==> config.mk <==
export PLATFORM = sky130hd
export DESIGN_NAME = ext_bus_seq
export DESIGN_NICKNAME = d
export VERILOG_FILES = /design/src/rtl/ext_bus_pkg.sv /design/src/rtl/ext_bus_timer.sv /design/src/rtl/ext_bus_strobe_dec.sv /design/src/rtl/ext_bus_capture.sv /design/src/rtl/ext_bus_seq.sv
export SDC_FILE = /design/constraint.sdc
export NUM_CORES = 1
export LEC_CHECK = 0
export BUFFER_PORTS_ARGS = -buffer_cell sky130_fd_sc_hd__buf_4
export CORE_MARGIN = 2
export CORE_UTILIZATION = 53
export CTS_BUF_LIST = sky130_fd_sc_hd__clkbuf_4
export DETAILED_ROUTE_END_ITERATION = 6
export PLACE_DENSITY = 0.91
export SETUP_SLACK_MARGIN = 0.1
export SYNTH_ARGS = -nofsm -noshare
export SYNTH_HDL_FRONTEND = slang
export SYNTH_HIERARCHICAL = 1
export SYNTH_SLANG_ARGS = --single-unit
==> constraint.sdc <==
create_clock -name clk -period 3.6 [get_ports clk]
set_input_delay 0.54 -clock clk [delete_from_list [all_inputs] [get_ports clk]]
set_output_delay 0.54 -clock clk [all_outputs]
set_load 0.02 [all_outputs]
==> src/rtl/ext_bus_pkg.sv <==
`timescale 1ns/1ps
// Shared types for the external bus sequencer.
// Assumes a 2-bit request code set by the core.
package ext_bus_pkg;
    typedef enum logic [1:0] {
        BK_IDLE  = 2'd0,
        BK_FETCH = 2'd1,
        BK_READ  = 2'd2,
        BK_WRITE = 2'd3
    } bus_kind_e;
endpackage

==> src/rtl/ext_bus_timer.sv <==
`timescale 1ns/1ps
// Clock-slot timer: counts clocks inside a half machine cycle, tracks
// which half is running and latches the speed select at the cycle
// boundary. Assumes FAST_HALF <= SLOW_HALF.
module ext_bus_timer #(
    parameter int SLOW_HALF = 6,
    parameter int FAST_HALF = 3,
    parameter int SW        = $clog2(SLOW_HALF)
) (
    input  logic          clk,
    input  logic          rst_n,
    input  logic          fast_mode,
    output logic [SW-1:0] sub,
    output logic          half,
    output logic          fast_q,
    output logic          mc_last
);
    localparam logic [SW-1:0] SLOW_MAX = SW'(SLOW_HALF - 1);
    localparam logic [SW-1:0] FAST_MAX = SW'(FAST_HALF - 1);

    logic [SW-1:0] sub_max;

    // Last slot index of the current half, chosen by the latched speed.
    always_comb sub_max = fast_q ? FAST_MAX : SLOW_MAX;

    assign mc_last = half && (sub == sub_max);

    // Advance the slot counter, flip halves and latch speed at boundary.
    always_ff @(posedge clk) begin
        if (!rst_n) begin
            sub    <= '0;
            half   <= 1'b0;
            fast_q <= 1'b0;
        end else if (sub == sub_max) begin
            sub  <= '0;
            half <= ~half;
            if (half) fast_q <= fast_mode;
        end else begin
            sub <= sub + 1'b1;
        end
    end
endmodule

==> src/rtl/ext_bus_strobe_dec.sv <==
`timescale 1ns/1ps
// Strobe decoder: turns the slot position, the latched request and the
// speed into bus strobes, bus drive and capture events. Pure logic.
// Assumes the slot counter never exceeds the half length of the mode.
module ext_bus_strobe_dec
    import ext_bus_pkg::*;
#(
    parameter int AW        = 16,
    parameter int DW        = 8,
    parameter int SLOW_HALF = 6,
    parameter int FAST_HALF = 3,
    parameter int SLOW_ALE  = 2,
    parameter int FAST_ALE  = 1,
    parameter int SW        = $clog2(SLOW_HALF)
) (
    input  bus_kind_e     kind,
    input  logic [SW-1:0] sub,
    input  logic          half,
    input  logic          fast_q,
    input  logic          ale_off,
    input  logic [AW-1:0] addr,
    input  logic [DW-1:0] wdata,
    output logic          ale,
    output logic          psen_n,
    output logic          rd_n,
    output logic          wr_n,
    output logic          ad_oe,
    output logic [DW-1:0] ad_out,
    output logic [AW-DW-1:0] addr_hi,
    output logic          cap,
    output logic          done_set
);
    localparam logic [SW-1:0] SLOW_MAX = SW'(SLOW_HALF - 1);
    localparam logic [SW-1:0] FAST_MAX = SW'(FAST_HALF - 1);
    localparam logic [SW-1:0] SLOW_AW  = SW'(SLOW_ALE);
    localparam logic [SW-1:0] FAST_AW  = SW'(FAST_ALE);

    logic [SW-1:0] sub_max;
    logic [SW-1:0] ale_w;
    logic          data_cyc;
    logic          ale_slot;
    logic          addr_ph;
    logic          strobe_win;
    logic [AW-1:0] cur_addr;

    // Slot limits for the latched speed.
    always_comb begin
        sub_max = fast_q ? FAST_MAX : SLOW_MAX;
        ale_w   = fast_q ? FAST_AW  : SLOW_AW;
    end

    // Classify the current slot.
    always_comb begin
        data_cyc   = (kind == BK_READ) || (kind == BK_WRITE);
        ale_slot   = !(data_cyc && half);
        addr_ph    = ale_slot && (sub <= ale_w);
        strobe_win = data_cyc &&
                     ((!half && (sub > ale_w)) || (half && (sub < sub_max)));
        cur_addr   = (kind == BK_FETCH && half) ? addr + 1'b1 : addr;
    end

    // Strobe outputs.
    always_comb begin
        ale    = ale_slot && (sub < ale_w) && !ale_off;
        psen_n = !((kind == BK_FETCH) && (sub > ale_w));
        rd_n   = !(strobe_win && (kind == BK_READ));
        wr_n   = !(strobe_win && (kind == BK_WRITE));
    end

    // Shared bus drive: address first, then write data for stores.
    always_comb begin
        addr_hi = cur_addr[AW-1:DW];
        if (addr_ph) begin
            ad_oe  = 1'b1;
            ad_out = cur_addr[DW-1:0];
        end else if (kind == BK_WRITE && (half || (sub > ale_w))) begin
            ad_oe  = 1'b1;
            ad_out = wdata;
        end else begin
            ad_oe  = 1'b0;
            ad_out = '0;
        end
    end

    // Capture and completion events, one clock before the strobe rises.
    always_comb begin
        cap      = ((kind == BK_FETCH) && (sub == sub_max)) ||
                   ((kind == BK_READ) && half && (sub == sub_max - 1'b1));
        done_set = cap ||
                   ((kind == BK_WRITE) && half && (sub == sub_max - 1'b1));
    end
endmodule

==> src/rtl/ext_bus_capture.sv <==
`timescale 1ns/1ps
// Read capture: samples the shared bus on a capture event and issues a
// one-clock completion pulse. Assumes cap implies done_set.
module ext_bus_capture #(
    parameter int DW = 8
) (
    input  logic          clk,
    input  logic          rst_n,
    input  logic          cap,
    input  logic          done_set,
    input  logic [DW-1:0] ad_in,
    output logic [DW-1:0] rdata,
    output logic          done
);
    // Hold the last captured byte and register the completion pulse.
    always_ff @(posedge clk) begin
        if (!rst_n) begin
            rdata <= '0;
            done  <= 1'b0;
        end else begin
            if (cap) rdata <= ad_in;
            done <= done_set;
        end
    end
endmodule

==> src/rtl/ext_bus_seq.sv <==
`timescale 1ns/1ps
// External bus cycle sequencer top. Latches a core request at each
// machine-cycle boundary and sequences latch, program, read and write
// strobes over the shared address/data bus. Assumes the core holds its
// request until mc_last.
module ext_bus_seq
    import ext_bus_pkg::*;
#(
    parameter int AW        = 16,
    parameter int DW        = 8,
    parameter int SLOW_HALF = 6,
    parameter int FAST_HALF = 3,
    parameter int SLOW_ALE  = 2,
    parameter int FAST_ALE  = 1
) (
    input  logic          clk,
    input  logic          rst_n,
    input  logic          fast_mode,
    input  logic          ale_off,
    input  logic          req_valid,
    input  logic [1:0]    req_kind,
    input  logic [AW-1:0] req_addr,
    input  logic [DW-1:0] req_wdata,
    input  logic [DW-1:0] ad_in,
    output logic [DW-1:0] ad_out,
    output logic          ad_oe,
    output logic [AW-DW-1:0] addr_hi,
    output logic          ale,
    output logic          psen_n,
    output logic          rd_n,
    output logic          wr_n,
    output logic [DW-1:0] rdata,
    output logic          done,
    output logic          mc_last
);
    localparam int SW = $clog2(SLOW_HALF);

    logic [SW-1:0] sub;
    logic          half;
    logic          fast_q;
    bus_kind_e     kind_q;
    logic [AW-1:0] addr_q;
    logic [DW-1:0] wdata_q;
    logic          cap;
    logic          done_set;

    ext_bus_timer #(
        .SLOW_HALF(SLOW_HALF), .FAST_HALF(FAST_HALF), .SW(SW)
    ) u_timer (
        .clk(clk), .rst_n(rst_n), .fast_mode(fast_mode),
        .sub(sub), .half(half), .fast_q(fast_q), .mc_last(mc_last)
    );

    // Take a new request, or fall back to idle, at each cycle boundary.
    always_ff @(posedge clk) begin
        if (!rst_n) begin
            kind_q  <= BK_IDLE;
            addr_q  <= '0;
            wdata_q <= '0;
        end else if (mc_last) begin
            kind_q  <= req_valid ? bus_kind_e'(req_kind) : BK_IDLE;
            addr_q  <= req_valid ? req_addr : '0;
            wdata_q <= req_wdata;
        end
    end

    ext_bus_strobe_dec #(
        .AW(AW), .DW(DW), .SLOW_HALF(SLOW_HALF), .FAST_HALF(FAST_HALF),
        .SLOW_ALE(SLOW_ALE), .FAST_ALE(FAST_ALE), .SW(SW)
    ) u_dec (
        .kind(kind_q), .sub(sub), .half(half), .fast_q(fast_q),
        .ale_off(ale_off), .addr(addr_q), .wdata(wdata_q),
        .ale(ale), .psen_n(psen_n), .rd_n(rd_n), .wr_n(wr_n),
        .ad_oe(ad_oe), .ad_out(ad_out), .addr_hi(addr_hi),
        .cap(cap), .done_set(done_set)
    );

    ext_bus_capture #(.DW(DW)) u_cap (
        .clk(clk), .rst_n(rst_n), .cap(cap), .done_set(done_set),
        .ad_in(ad_in), .rdata(rdata), .done(done)
    );
endmodule

* After elaboration in Yosys (flattened, before gate mapping)
Cells that the tools add are included.
** Storage, ports and cells
- Bits in registers :: 40
- Bits in latches :: 0
- RAM bits :: 0
- Bits in read-only memories :: 0
- Input bits :: 39
- Output and inout bits :: 31
- Logic and storage cells :: 62
- Memories :: 0
** Cells by class
- $add $sub $neg :: 3
- Multiply operators :: 0
- Divide/modulo/power cells :: 0
- Order comparisons :: 4
- Equality and inequality tests :: 5
- Shift operators :: 0
- Muxes and demuxes :: 9
- Bitwise operators :: 2
- Reduce and logical (&&, ||, !) cells :: 31
** Operators with widths (count)
- $mux 16 :: 2
- $logic_and 1x1->1 :: 18
- $add 16x1->16 const B :: 1
- $mux 8 :: 2
- $eq 3x3->1 :: 2
- $logic_not 1->1 :: 6
- $lt 3x3->1 :: 2
- $logic_or 1x1->1 :: 5
- $eq 2x2->1 const B :: 2
- $mux 2 :: 2
- $add 3x1->3 const B :: 1
- $gt 3x3->1 :: 1
- $le 3x3->1 :: 1
- $mux 3 :: 1
- $sub 3x1->3 const B :: 1
- $eq 2x1->1 const B :: 1
- $mux 1 :: 2
- $not 1->1 :: 2
- $reduce_and 2->1 :: 1
- $reduce_or 2->1 :: 1

* Depth between registers and ports, before layout
Gate-level depths: netlist (run 1).
- Depth after elaboration :: 7
- Depth in mapped cells :: 8
- Depth with buffers taken out :: 7

* Cells and area by module
Netlist (run 1), hierarchy kept.
** By module, submodules not included
- ext_bus_seq :: times used 1, cells an instance 106, area each 1064.8 µm², sequential area each 520.5 µm²
- ext_bus_strobe_dec :: times used 1, cells an instance 84, area each 596.8 µm², sequential area each 0.0 µm²
- ext_bus_capture :: times used 1, cells an instance 27, area each 327.8 µm², sequential area each 180.2 µm²
- ext_bus_timer :: times used 1, cells an instance 27, area each 251.5 µm², sequential area each 100.1 µm²

* Worst setup path after synthesis (run 1)
No wires, ideal clock.
- Path kind :: flip-flop to output port
- Start :: register u_timer.fast_q
- End :: output port ale
- Data arrival time :: 1.944 ns
- Data required time :: 3.060 ns
- Setup slack :: 1.116 ns
- Stages on the path, launching flop included :: 5
- Buffers on the path :: 0
- Cells stage by stage :: dfxtp_1 -> inv_1 -> ha_1 -> o21bai_1 -> a2111oi_0
** Between the ends
- Word-level cells in the longest chain between the ends :: 4
** RTL lines
- from (decl) :: RTL line ext_bus_timer.sv:15 : output logic fast_q,
- from (signal assigned) :: RTL line ext_bus_timer.sv:37 : if (half) fast_q <= fast_mode;
- $mux 2 :: RTL line ext_bus_strobe_dec.sv:49 : ale_w = fast_q ? FAST_AW : SLOW_AW;
- $lt 3x3->1 :: RTL line ext_bus_strobe_dec.sv:64 : ale = ale_slot && (sub < ale_w) && !ale_off;
- $logic_and 1x1->1 (2 in series) :: RTL line ext_bus_strobe_dec.sv:64
- to (decl) :: RTL line ext_bus_seq.sv:28 : output logic ale,
Every way passes these cells.

* Final worst setup path (run 1)
- Start :: register u_timer.fast_q
- End :: output port ad_out[4]
** Between the ends
- Word-level cells in the longest chain between the ends :: 6
- Elaborated cells on any way between the ends :: 8
- Those cells by class :: order compare: 2; mux: 3; reduce/logical: 3
** RTL lines
- $mux 2 (*) :: RTL line ext_bus_strobe_dec.sv:49
- $gt 3x3->1 :: RTL line ext_bus_strobe_dec.sv:76 : end else if (kind == BK_WRITE && (half || (sub > ale_w))) begin
- $logic_or 1x1->1 :: RTL line ext_bus_strobe_dec.sv:76
- $logic_and 1x1->1 :: RTL line ext_bus_strobe_dec.sv:76
- $mux 8 :: RTL line ext_bus_strobe_dec.sv:76
- $mux 8 (*) :: RTL line ext_bus_strobe_dec.sv:73 : if (addr_ph) begin
- to (decl) :: RTL line ext_bus_seq.sv:25 : output logic [DW-1:0] ad_out,
Mark *: on every way between the ends. The rest lies on a longest branch, timed or not.

==> flow_metrics.py, run 1 <==
metrics = {
    "status": {
        "status": "finished clean",
    },
    "clock_tree": {
        "tritoncts": "done",
        "cts_hold_buffers": 0,
        "cts-resized-gates": 0,
        "clk_pin_slew_worst_paths_ns": 0.12,
        "clkSinkCount": 40,
        "post_cts_buffers": 0,
        "numCtsBuffers": 5,
        "clk_latency_ns": 0.35,
        "htree_levels": 2,
        "clockRootBuffer": "clkbuf_4",
        "clk_path_buf_depth": 2,
    },
    "detailed_routing": {
        "drc": 0,
        "drt_iter0_markers": 124,
        "dr.pass1.iters": 4,
        "vias_per_cell": 5.43,
        "wl_per_cell_um": 13.8,
        "wl_mm": 5.00,
        "via_count": 1967,
        "ant_nets": 0,
    },
    "timing": {
        "rsz0062_at_grt": "no",
        "finalCritPeriodShare": 0.833,
        "slew_viol_final": 0,
        "setup_viol": 0,
        "relSlewSlack": 0.658,
        "fmax_mhz": 333,
        "finalClockSkew_ns": 0.00582,
        "tightest_slew_ns": 0.512,
        "setup_slack_ns": 0.601,
        "finalSetupTns_ns": 0,
        "post-route-min-period_ns": 3.00,
        "hold_viol": 0,
    },
    "power_and_ir_drop": {
        "pwr_density_cell_nw_per_um2": 293,
        "peakVddDrop_mv": 0.240,
        "leakagePower_uw": 0.00115,
        "total_power_uw": 829,
    },
    "placement": {
        "port_buffers": 69,
        "dp_hpwl_mm": 3.67,
        "place_ws_ns": 1.01,
        "gp_congestion": 0.804,
    },
    "floorplanning": {
        "dieArea_um2": 4760,
        "io_pins": 70,
        "core_um2": 4030,
        "start_util": 0.556,
        "fp.dieH_um": 69.0,
        "num_rows": 23,
        "die_w_um": 69.0,
    },
    "synth": {
        "synth_cell_types": 39,
        "synth_area_leader_cell": "dfxtp_1",
        "synthTopCellsByArea": "dfxtp_1 36%, mux2i_1 7.6%, nand3b_1 6.0%, nand2_1 5.5%, xnor2_1 5.1%",
        "syn_nets": 290,
        "synth_area_um2": 2240,
        "synth-edff-count": 0,
        "ys_seq_elements": 40,
        "synth-adder-area-share": 0.0391,
        "yosys.area_share.simple": 0.280,
        "synth_compound_area_frac": 0.135,
        "synthMostInstantiatedCell": "dfxtp_1",
        "synth_cells": 244,
        "ys_seq_area_frac": 0.357,
        "yosys_most_used_dff": "dfxtp_1",
        "synthArstFlopShare": 0,
        "syn_avg_cell_area_um2": 9.18,
        "synth_common_cells": "40 x dfxtp_1, 33 x nand2_1, 18 x nand3b_1, 18 x nor2b_1, 17 x mux2i_1",
        "yosysTopAreaCellShare": 0.357,
        "yosysWarnings": 6,
        "synthXorXnorAreaFrac": 0.0586,
        "synth_top_family_by_area": "simple AND/OR/NAND/NOR gates",
        "synth_mux_area_frac": 0.0759,
    },
    "cells_and_area": {
        "area_delta_synth_final_pct": 26.1,
        "antenna_cells": 0,
        "final_core_util": 0.701,
        "layout-drive-gt1-share": 0.321,
        "fin_nets": 357,
    },
    "worst_setup_path": {
        "worst-setup-path-type": "reg2out",
        "critPathLaunch": "u_timer/fast_q$_SDFFE_PN0P_",
        "start_kind": "flop",
        "cp_data_arrival_time_ns": 2.46,
        "crit_fanout": 9,
        "crit_path_end_kind": "primary output",
        "r2r_start": "u_timer/sub[2]$_SDFF_PP0_",
        "critPathRequiredTime_ns": 3.06,
    },
    "global_routing": {
        "grt_pass1_wl_mm": 8.56,
        "grt_usage": 0.217,
        "grt_overflow": 0,
        "antenna_found_initial": 0,
        "grt_max_degree": 57,
        "grt_pass1_vias": 1918,
    },
    "worst_hold_path": {
        "min_path_type": "in2reg",
        "min_from": "req_addr[11]",
    },
    "flow_run": {
        "maxCapViolCount": 0,
    },
}
==> routing by layer <==
layer | wire length (um) | GRT usage
met3 | 281 | 0.0482
met1 | 2130 | 0.268
met4 | 82 | 0.0893
met2 | 2510 | 0.364
met5 | 0 | 0
==> stage by stage <==
stage          instance area [um^2]  hold slack, ns  std cells
3_5_place_dp                   2750           0.504        354
5_1_grt                        2830           0.412        362
2_1_floorplan                  2240           0.473        244
6_report                       2830           0.428        362
4_1_cts                        2830           0.417        362
3_3_place_gp                   2750           0.486        354
==> cells by family (layout without fill, tap and decap cells) <==
logic type,after synthesis,count (layout)
mux,17,17
flops,40,40
compound gates,41,41
fa+ha+maj,7,7
buf+inv,19,87
simple gates,105,105
xor+xnor,15,15
==> registers in the layout, summed over array words and instances, names as in the netlist <==
register and cells:
addr_q 16, u_cap/rdata 8, wdata_q 8, u_timer/sub 3, kind_q 2, u_cap/done 1
u_timer/fast_q 1, u_timer/half 1
==> report_power, final <==
part | switching [uW] | internal, uW | total (uW) | leakage [uW]
Sequential | 6.86 | 445 | 452 | 0.000323
Clock | 148 | 145 | 293 | 0.0000412
Combinational | 40.0 | 44.0 | 84.0 | 0.000784
==> cell usage in the layout (no fill, tap or decap), types with 10 or more instances in the layout <==
cell type and instances:
buf_4 71, o21ai_2 10, nor2b_1 18, dfxtp_1 40, nand2_1 33, nand3b_1 18
xnor2_1 13, mux2i_1 17, o21ai_0 11
==> worst max-delay path, cell delays in order (launching register included) <==
cell and delay [ns]:
dfxtp_1 0.50, inv_1 0.11, ha_1 0.33, o21bai_1 0.19, o21ai_1 0.15, a21oi_2 0.46
o2bb2ai_1 0.19, buf_4 0.17
==> cell type report <==
| class | instances | area, um^2 |
|---|---|---|
| Sequential cell | 40 | 801 |
| Clock inverter | 3 | 42.5 |
| Inverter | 8 | 30.0 |
| Clock buffer | 5 | 37.5 |
| Tap cell | 50 | 62.6 |
| Timing Repair Buffer | 71 | 533 |
| Fill cell | 338 | 1200 |
| Multi-Input combinational cell | 185 | 1320 |
==> final timing paths <==
| kind | slack [ns] | cells past startpoint | endpoint |
|---|---|---|---|
| min | 0.43 | 3 | addr_q[11]$_SDFFE_PN0P_ |
| max reg2reg | 1.61 | 5 | addr_q[3]$_SDFFE_PN0P_ |
| min reg2reg | 0.52 | 2 | addr_q[10]$_SDFFE_PN0P_ |
| max | 0.60 | 7 | ad_out[4] |
(Power assumes the default switching activity.)
==> run 2: changes to the inputs <==
CORE_UTILIZATION = 48   (was 53)
PLACE_DENSITY = 0.88   (was 0.91)
clock period = 2.5 ns   (was 3.6 ns; I/O delays follow)
==> run 2 against run 1 <==
  * Worst setup slack worse by 0.44 ns
  * Hold slack worse by 0.17 ns
  * Non-clock buffer count is 2 higher
  * Routed wire length is 7.2% higher
  * Cell count is 1.4% higher
  * Global-route usage is 0.85 points lower
  * Sequential power is 44% higher
  * Combinational power is 75% higher
  * Critical path depth stayed put
  * Critical path type unchanged
==> flow_metrics.py, run 2 (synthesized netlist as in run 1, its figures left out) <==
metrics = {
    "power_and_ir_drop": {
        "pwr_density_cell_nw_per_um2": 447,
        "seqPwrFrac": 0.491,
        "p_int_uw": 1020,
        "sw_frac_of_total": 0.232,
        "leakagePower_uw": 0.00119,
        "peakVddDrop_mv": 0.339,
        "pwr-share-comb": 0.111,
        "switchingPower_uw": 309,
        "total_power_uw": 1330,
        "power_frac_clock": 0.399,
    },
    "detailed_routing": {
        "wl_mm": 5.36,
        "via_count": 2001,
        "drt_iter0_markers": 141,
        "drc": 0,
        "ant_nets": 0,
        "wl_per_cell_um": 14.6,
        "dr.pass1.iters": 4,
        "vias_per_cell": 5.45,
    },
    "status": {
        "status": "finished clean",
    },
    "worst_setup_path": {
        "path_buf_inv": 2,
        "crit_path_end_kind": "primary output",
        "worst-setup-path-type": "reg2out",
        "path_cells": "inv_1 -> ha_2 -> o21bai_4 -> o21ai_4 -> a21oi_4 -> o2bb2ai_1 -> buf_4",
        "start_kind": "flop",
        "crit_fanout": 8,
        "cp_data_arrival_time_ns": 1.97,
        "critPathRequiredTime_ns": 2.12,
        "critical_path_depth": 7,
        "cp_slowest_cell": "dfxtp_4",
        "crit_family": "compound AO/OA/AOI/OAI gates",
        "slowest_delay_ns": 0.40,
        "r2r_cells": 5,
    },
    "clock_tree": {
        "clk_path_buf_depth": 2,
        "clk_pin_slew_worst_paths_ns": 0.13,
        "htree_levels": 2,
        "numCtsBuffers": 5,
        "clk_latency_ns": 0.36,
        "tritoncts": "done",
        "post_cts_buffers": 0,
        "clkSinkCount": 40,
        "clockRootBuffer": "clkbuf_4",
    },
    "timing": {
        "setup_viol": 0,
        "rsz0062_at_grt": "no",
        "slew_viol_final": 0,
        "post-route-min-period_ns": 2.34,
        "finalSetupTns_ns": 0,
        "relSlewSlack": 0.659,
        "fmax_mhz": 427,
        "tightest_slew_ns": 0.511,
        "finalCritPeriodShare": 0.936,
        "hold_viol": 0,
        "finalClockSkew_ns": 0.00510,
    },
    "worst_hold_path": {
        "min_path_type": "in2reg",
        "whs_path_depth": 3,
    },
    "floorplanning": {
        "die_w_um": 72.3,
        "dieArea_um2": 5230,
        "io_pins": 70,
        "start_util": 0.508,
        "fp.dieH_um": 72.3,
        "core_um2": 4410,
        "num_rows": 24,
    },
    "cells_and_area": {
        "top_regs": "addr_q: 16 flops, u_cap/rdata: 8 flops, wdata_q: 8 flops",
        "final_area_um2": 2980,
        "mostFrequentLayoutCell": "buf_4",
        "layout-drive-gt1-share": 0.368,
        "antenna_cells": 0,
        "fillers": 351,
        "fin_nets": 361,
        "area_delta_synth_final_pct": 32.8,
        "regMostFlops": "addr_q",
        "final_cell_mix": "73 x buf_4, 37 x dfxtp_1, 32 x nand2_1",
        "largest_reg_flops": 16,
        "stdcell_count": 367,
    },
    "placement": {
        "port_buffers": 69,
        "gp_congestion": 0.809,
        "placed_cell_area_um2": 2760,
        "dp_hpwl_mm": 3.57,
        "dp_cells": 358,
    },
    "global_routing": {
        "grt_pass1_vias": 1886,
        "grt_pass1_wl_mm": 8.60,
        "antenna_found_initial": 0,
        "grt_usage": 0.208,
        "grt_max_degree": 57,
        "grt_overflow": 0,
    },
    "flow_run": {
        "maxCapViolCount": 0,
    },
}
-- run 2: worst min-delay path: stages --
cell and delay [ns]:
buf_4 0.08, nand2_1 0.05, o21ai_2 0.09
-- run 2: power by group through the flow --
stage                     registers [uW]  clock network, uW  logic, uW
after CTS                            652                537        134
after detailed placement             665                  0        121
after floorplan                      662                  0       59.2
after global routing                 654                562        160
final                                653                531        147
after global placement               665                  0        118
-- run 2: worst paths after layout --
| path | startpoint | to | slack, ns |
|---|---|---|---|
| worst max-delay path | u_timer/sub[0]$_SDFF_PP0_ | ad_out[7] | 0.16 |
| worst min-delay path | req_addr[4] | addr_q[4]$_SDFFE_PN0P_ | 0.25 |
| worst max register to register | u_timer/sub[2]$_SDFF_PP0_ | wdata_q[7]$_SDFFE_PN0P_ | 0.67 |
| worst min register to register | u_timer/sub[0]$_SDFF_PP0_ | u_timer/sub[0]$_SDFF_PP0_ | 0.48 |
-- run 2: layout make-up --
class                           instances  area, um^2  area share
Timing Repair Buffer                   73         548       0.184
Tap cell                               52        65.1      0.0219
Sequential cell                        40         810       0.272
Multi-Input combinational cell        187        1430       0.479
Clock buffer                            5        37.5      0.0126
Inverter                                8        30.0      0.0101
Clock inverter                          2        60.1      0.0202
-- run 2: repair_timing --
action                                  in CTS  in global routing
endpoints found under the setup margin      14                  9
gates resized for setup                     12                  9
hold buffers                                 0                  0
pin swaps                                    1                  3
cloned                                       1                  1
-- run 2: per-stage QoR --
stage	setup WS, ns	hold slack (ns)	utilization
after global routing	0.0945	0.234	0.674
after detailed placement	0.209	0.501	0.626
after CTS	0.120	0.242	0.660
after global placement	0.311	0.485	0.626
final	0.159	0.253	0.674
after floorplan	0.181	0.473	-
-- run 2: per-layer routing --
metal,wire (um),share of wire,global-route usage
met5,0,0,0
met4,100,0.019,0.0839
met3,337,0.063,0.0458
met2,2510,0.47,0.340
met1,2410,0.45,0.266
